--- src/rtl/sru_pkg.sv ---
package sru_pkg;

    typedef enum logic [1:0] {
        GRP_SHIFT = 2'd0,
        GRP_TEST  = 2'd1,
        GRP_CLR   = 2'd2,
        GRP_SET   = 2'd3
    } grp_e;

    typedef enum logic [2:0] {
        SH_RLC  = 3'd0,
        SH_RRC  = 3'd1,
        SH_RL   = 3'd2,
        SH_RR   = 3'd3,
        SH_SLA  = 3'd4,
        SH_SRA  = 3'd5,
        SH_SWAP = 3'd6,
        SH_SRL  = 3'd7
    } sh_e;

    typedef struct packed {
        logic z;
        logic n;
        logic h;
        logic c;
    } flags_t;

    function automatic flags_t mk_flags(logic z, logic n, logic h, logic c);
        flags_t f;
        f.z = z;
        f.n = n;
        f.h = h;
        f.c = c;
        return f;
    endfunction

endpackage

--- src/rtl/sru_decode.sv ---
module sru_decode
    import sru_pkg::*;
#(
    parameter int IW  = 3,
    localparam int OPW = 2 + IW + 3
) (
    input  logic [OPW-1:0] op,
    input  logic           acc_mode,
    output grp_e           grp,
    output sh_e            kind,
    output logic [IW-1:0]  idx,
    output logic           acc_bad
);
    logic [IW-1:0] field;

    always_comb begin
        field   = op[IW+2:3];
        idx     = field;
        kind    = sh_e'(field[2:0]);
        grp     = acc_mode ? GRP_SHIFT : grp_e'(op[OPW-1:OPW-2]);
        acc_bad = acc_mode && field[2];
    end
endmodule

--- src/rtl/sru_shift.sv ---
module sru_shift
    import sru_pkg::*;
#(
    parameter int DW = 8
) (
    input  sh_e           kind,
    input  logic [DW-1:0] val,
    input  logic          cin,
    output logic [DW-1:0] res,
    output logic          cout
);
    localparam int HW = DW / 2;

    always_comb begin
        res  = val;
        cout = 1'b0;
        unique case (kind)
            SH_RLC: begin
                res  = {val[DW-2:0], val[DW-1]};
                cout = val[DW-1];
            end
            SH_RRC: begin
                res  = {val[0], val[DW-1:1]};
                cout = val[0];
            end
            SH_RL: begin
                res  = {val[DW-2:0], cin};
                cout = val[DW-1];
            end
            SH_RR: begin
                res  = {cin, val[DW-1:1]};
                cout = val[0];
            end
            SH_SLA: begin
                res  = {val[DW-2:0], 1'b0};
                cout = val[DW-1];
            end
            SH_SRA: begin
                res  = {val[DW-1], val[DW-1:1]};
                cout = val[0];
            end
            SH_SWAP: begin
                res  = {val[HW-1:0], val[DW-1:HW]};
                cout = 1'b0;
            end
            SH_SRL: begin
                res  = {1'b0, val[DW-1:1]};
                cout = val[0];
            end
            default: begin
                res  = val;
                cout = 1'b0;
            end
        endcase
    end
endmodule

--- src/rtl/sru_bitop.sv ---
module sru_bitop
    import sru_pkg::*;
#(
    parameter int DW = 8,
    localparam int IW = $clog2(DW)
) (
    input  grp_e          grp,
    input  logic [IW-1:0] idx,
    input  logic [DW-1:0] val,
    output logic [DW-1:0] res,
    output logic          hit
);
    logic [DW-1:0] sel;

    for (genvar i = 0; i < DW; i++) begin : g_sel
        assign sel[i] = (idx == IW'(i));
    end

    always_comb begin
        hit = |(val & sel);
        unique case (grp)
            GRP_CLR: res = val & ~sel;
            GRP_SET: res = val | sel;
            default: res = val;
        endcase
    end
endmodule

--- src/rtl/sru_unit.sv ---
module sru_unit
    import sru_pkg::*;
#(
    parameter int DW = 8,
    localparam int IW  = $clog2(DW),
    localparam int OPW = 2 + IW + 3
) (
    input  logic [OPW-1:0] op_code,
    input  logic           acc_mode,
    input  logic [DW-1:0]  operand_in,
    input  logic [3:0]     flags_in,
    output logic [DW-1:0]  result_out,
    output logic           wr_en,
    output logic [3:0]     flags_out
);
    grp_e          grp;
    sh_e           kind;
    logic [IW-1:0] idx;
    logic          acc_bad;
    logic [DW-1:0] sh_res, bit_res;
    logic          sh_c, hit;
    flags_t        fi, fo;

    assign fi = flags_t'(flags_in);

    sru_decode #(.IW(IW)) u_dec (
        .op(op_code), .acc_mode(acc_mode),
        .grp(grp), .kind(kind), .idx(idx), .acc_bad(acc_bad)
    );

    sru_shift #(.DW(DW)) u_sh (
        .kind(kind), .val(operand_in), .cin(fi.c),
        .res(sh_res), .cout(sh_c)
    );

    sru_bitop #(.DW(DW)) u_bit (
        .grp(grp), .idx(idx), .val(operand_in),
        .res(bit_res), .hit(hit)
    );

    always_comb begin
        result_out = operand_in;
        wr_en      = 1'b0;
        fo         = fi;
        if (acc_mode) begin
            if (!acc_bad) begin
                result_out = sh_res;
                wr_en      = 1'b1;
                fo         = mk_flags(1'b0, 1'b0, 1'b0, sh_c);
            end
        end else begin
            unique case (grp)
                GRP_SHIFT: begin
                    result_out = sh_res;
                    wr_en      = 1'b1;
                    fo         = mk_flags(sh_res == '0, 1'b0, 1'b0, sh_c);
                end
                GRP_TEST: begin
                    fo = mk_flags(!hit, 1'b0, 1'b1, fi.c);
                end
                default: begin
                    result_out = bit_res;
                    wr_en      = 1'b1;
                end
            endcase
        end
        flags_out = fo;
    end
endmodule

--- config.mk ---
export PLATFORM = sky130hd
export DESIGN_NAME = sru_unit
export DESIGN_NICKNAME = d
export VERILOG_FILES = /design/src/rtl/sru_pkg.sv /design/src/rtl/sru_decode.sv /design/src/rtl/sru_shift.sv /design/src/rtl/sru_bitop.sv /design/src/rtl/sru_unit.sv
export SDC_FILE = /design/constraint.sdc
export NUM_CORES = 1
export LEC_CHECK = 0
export CAP_MARGIN = 20
export CORE_MARGIN = 2
export CORE_UTILIZATION = 40
export DETAILED_ROUTE_END_ITERATION = 10
export PLACE_DENSITY = 0.78
export RECOVER_POWER = 100
export SYNTH_ARGS = -nofsm -noshare
export SYNTH_HDL_FRONTEND = slang
export SYNTH_SLANG_ARGS = --single-unit
export TNS_END_PERCENT = 10
--- constraint.sdc ---
create_clock -name vclk -period 1.9
set_input_delay 0.38 -clock vclk [all_inputs]
set_output_delay 0.38 -clock vclk [all_outputs]
set_load 0.005 [all_outputs]
# Word level (Yosys, flattened, before mapping)
# Index checks and enable logic that the tools add are counted.
classes:
  mux: 13
  bitwise: 4
  eq_ne: 10
  reduce_logical: 8
ops:
  columns: ["cell", "count"]
  rows:
  - ["8-bit one-hot mux with 8 select lines", 1]
  - ["8-bit one-hot mux with 2 select lines", 2]
  - ["8-bit AND", 2]
  - ["8-bit 2-to-1 mux", 2]
  - ["3-bit equality test, second input constant", 4]
  - ["8-bit logical NOT", 1]
  - ["4-bit 2-to-1 mux", 2]
  - ["8-bit NOT", 1]
  - ["8-bit OR", 1]
  - ["4-bit one-hot mux with 2 select lines", 1]
  - ["8-bit OR reduction", 1]
  - ["3-bit by 2-bit equality test with 1-bit output, second input constant", 2]
  - ["2-bit equality test, second input constant", 2]
  - ["4-bit OR reduction", 1]
  - ["3-bit by 1-bit equality test with 1-bit output, second input constant", 1]
  - ["3-bit logical NOT", 1]
  - ["1-bit 2-to-1 mux", 3]
  - ["1-bit one-hot mux with 3 select lines", 1]
  - ["3-bit OR reduction", 1]
  - ["2-bit by 1-bit equality test with 1-bit output, second input constant", 1]
  - ["2-bit logical NOT", 1]
  - ["2-bit 2-to-1 mux", 1]
  - ["1-bit logical AND", 1]
  - ["1-bit logical NOT", 1]
word_totals:
  elab_cells: 35
  input_bits: 21
  ff_bits: 0

# Depth between registers and ports, before layout
logic_depth:
  word_depth: 6
  mapped_depth: 7
  depth_no_buf: 4

# Hierarchy
# From an unflattened synthesis, not the netlist that was laid out.
unflattened:
  hier_cells: 117
  hier_area_um2: 909.6
modules_own_cells:
  columns: ["module", "instances", "seq_area_each_um2", "cells_each", "area_each_um2"]
  rows:
  - ["sru_unit", 1, 0.0, 53, 364.1]
  - ["sru_bitop", 1, 0.0, 22, 259.0]
  - ["sru_shift", 1, 0.0, 33, 222.7]
  - ["sru_decode", 1, 0.0, 9, 63.8]

# Least setup slack after synthesis
# No wires, ideal clock.
synth_path:
  kind: "input port to output port"
  startpoint: "in op_code[5]"
  endpoint: "out flags_out[3]"
  path_stages: 6
  setup_slack_ns: 0.041
  arrival_ns: 1.479
  path_cell_list: "buf_4 buf_6 inv_1 mux4_2 a31oi_1 o31ai_1"
synth_between:
  elab_chain_len: 6
  word_cells_on_any_way: 17
  classes_between: "eq/ne: 7; mux: 4; bitwise: 1; reduce/logical: 5"
synth_lines:
  columns: ["element", "line", "rtl"]
  rows:
  - ["start, declared", "sru_unit.sv:8", "input logic [OPW-1:0] op_code,"]
  - ["branches (longest 5 deep; another with 8-bit one-hot mux with 8 select lines)", null, null]
  - ["4-bit 2-to-1 mux *", "sru_unit.sv:45", "if (acc_mode) begin"]
  - ["end, declared", "sru_unit.sv:14", "output logic [3:0] flags_out"]
# Every way passes the cells marked *.

# Final worst setup path
layout_path:
  startpoint: "in op_code[4]"
  endpoint: "out result_out[2]"
layout_between:
  elab_chain_len: 6
  word_cells_on_any_way: 16
  classes_between: "eq/ne: 7; mux: 5; bitwise: 3; reduce/logical: 1"
layout_lines:
  columns: ["element", "line", "rtl"]
  rows:
  - ["3-bit by 2-bit equality test with 1-bit output", "sru_shift.sv:17, sru_bitop.sv:16", null]
  - ["8-bit NOT", "sru_bitop.sv:22", "GRP_CLR: res = val & ~sel;"]
  - ["8-bit AND", "sru_bitop.sv:22", null]
  - ["8-bit one-hot mux with 2 select lines", "sru_bitop.sv:21", "unique case (grp)"]
  - ["8-bit one-hot mux with 2 select lines", "sru_unit.sv:52", "unique case (grp)"]
  - ["8-bit 2-to-1 mux *", "sru_unit.sv:45", null]
  - ["end, declared", "sru_unit.sv:12", "output logic [DW-1:0] result_out,"]
# Every way passes the cells marked *; elsewhere a longest branch is shown, timed or not.

==> results.toml <==
[sta]
period_needed_ns = 2.30
finalMaxSlewViolations = 0
worstMarginPinSlew_ns = 0.454
setup_viol = 12
relSlewSlack = 0.695
setup_ws_ns = -0.403
fmax_mhz = 434
final.period_utilization = 1.21
setup_tns_ns = -3.16
final_hold_viol_count = 0
rsz0062_at_grt = "yes"

[power_and_ir_drop]
p_per_area_nw_per_um2 = 266
ir_drop_uv = 168
leakagePower_nw = 0.854

[synth]
yosys_warnings = 0
ys_seq_area_frac = 0
avgSynthCellArea_sq_um = 6.67
synth_area_sq_um = 967
ys_types = 47
syn-num-nets = 166
synth_cells = 145

[layout]
regArea_sq_um = 0
clkbuf_count = 0
layout-drive-gt1-share = 0.469
n_antenna_cell = 0
final_cells = 256
fin_area_sq_um = 1880
final_nets = 251
design.seq.count = 0
syn2layout_area_growth_pct = 94.8

[worst_setup_path]
start_kind = "primary input"
crit_arrival_ns = 1.92
worst_setup_path_end_kind = "primary output"
cp_max_fo = 4
cp.required_ns = 1.52
critPathKind = "in -> out"

[place]
dp.cells = 235
hpwl_um = 2970
gp_congestion = 0.995
dpl-instance-area_sq_um = 1570
port_buffers = 31

[global_route]
track_usage = 0.390
grt_antenna_before_repair = 0
grt_max_degree = 14
grt_pass1_wl_um = 8020
grt_pass1_vias = 1561
grt_overflow = 0

[floorplanning]
core_sq_um = 2250
die_y_um = 53.2
start_util = 0.429
rows = 17
pin_count = 34
die_x_um = 53.2
dieArea_sq_um = 2830

[routing]
drc = 0
wl_per_cell_um = 23.6
drt_iter0_markers = 152
num_vias = 1725
dr.pass1.iters = 4
vias_per_cell = 6.74
postRouteAntennaNets = 0
wirelength_um = 6050

[worst_hold_path]
whs_path_depth = 6
hp-start = "op_code[3]"
hold_path.class = "in -> out"
holdPathEnd = "flags_out[0]"

[outcome]
violations = "negative setup slack"
status = "finished with violations"

[cts]
ctsHoldBuffers = 0

[job]
cap_viol_max_count = 0
==> layout make-up <==
class,count,area [sq um]
repair buffers,101,858
fillers,145,370
inverters,6,25.0
well taps,28,35.0
multi-input cells,121,966
==> layer usage <==
| metal | GRT usage | wire length (um) |
|---|---|---|
| met5 | 0 | 0 |
| met4 | 0.175 | 414 |
| met3 | 0.0395 | 648 |
| met2 | 0.644 | 2760 |
| met1 | 0.505 | 2220 |
==> stage by stage <==
stage	power, mW	setup WS, ns	utilization	hold slack (ns)
after floorplan	0.183	0.0410	-	0.877
after global placement	0.379	-1.02	0.697	1.70
after detailed placement	0.389	-1.03	0.697	1.71
after CTS	0.433	-0.306	0.801	1.39
after global routing	0.522	-0.551	0.836	1.38
final	0.501	-0.403	0.836	1.37
==> worst max-delay path, stage by stage <==
cell      delay [ns]
buf_8           0.11
buf_6           0.12
buf_4           0.14
and4b_1         0.24
a221oi_4        0.28
buf_4           0.17
buf_4           0.10
o211ai_1        0.11
o41a_1          0.14
buf_2           0.14
==> kinds of logic (layout without fill, tap and decap cells) <==
logic type,count (synthesis),count (layout),synth area share
AND/OR/NAND/NOR,58,58,0.340
AO/OA/AOI/OAI,56,56,0.437
buffers and inverters,24,107,0.136
multiplexers,7,7,0.0867
==> timing repair <==
action | 4_1_cts | 5_1_grt
gates resized for setup | 97 | 23
setup buffers | 17 | 2
setup endpoints to repair | 13 | 12
pin swaps | 23 | 9
gates cloned | 2 | 0
==> Yosys cell counts (2+ instances only) <==
cell      number  share of area
buf_6          3          0.035
a21oi_1        6          0.031
o22ai_1        4          0.026
o211ai_1       8          0.062
o31a_1         5          0.045
or3b_1         2          0.018
nor2b_1        2          0.013
buf_4          2          0.016
nor2_1         2         0.0078
nand2b_1       9          0.058
and4b_1        2          0.021
a31oi_1        3          0.019
buf_2          9          0.047
o21ai_0        4          0.021
nor3_1         7          0.036
o31ai_1        5          0.039
nand2_1       18          0.070
inv_1          6          0.023
a21boi_0       5          0.039
o21a_1         4          0.031
mux2i_1        5          0.052
nand3b_1       2          0.016
nand3_1        3          0.016
clkbuf_1       3          0.012
and3_1         4          0.026
==> worst max-delay path by stage <==
| stage | from | to | slack, ns | cells after the start |
|---|---|---|---|---|
| final | op_code[4] | result_out[2] | -0.40 | 10 |
| after floorplan | op_code[5] | flags_out[3] | 0.04 | 6 |
| after global placement | op_code[4] | flags_out[3] | -1.02 | 7 |
| after CTS | op_code[5] | result_out[0] | -0.31 | 8 |
| after detailed placement | op_code[4] | flags_out[3] | -1.03 | 7 |
| after global routing | op_code[4] | result_out[2] | -0.55 | 10 |
==> layout by cell type, fill, tap and decap left out, drive strengths merged, types with 2 or more instances in the layout <==
master          n
clkdlybuf4s50   4
o31a            5
inv             6
buf            79
o211ai          8
or3b            3
mux2i           5
dlygate4sd2    12
clkdlybuf4s15   5
nand3           3
a21boi          5
a21oi           7
o21a            4
o21ai           4
and3            4
a31oi           3
o31ai           5
nor2b           2
and4b           2
nor2            2
nor3            7
nand3b          2
nand2          18
o22ai           4
nand2b          9
==> report_power, final <==
| group | switching (mW) | internal [mW] | total (mW) |
|---|---|---|---|
| registers | 0 | 0 | 0 |
| clock network | 0 | 0 | 0 |
| logic | 0.241 | 0.260 | 0.501 |
(Power assumes the default switching activity.)
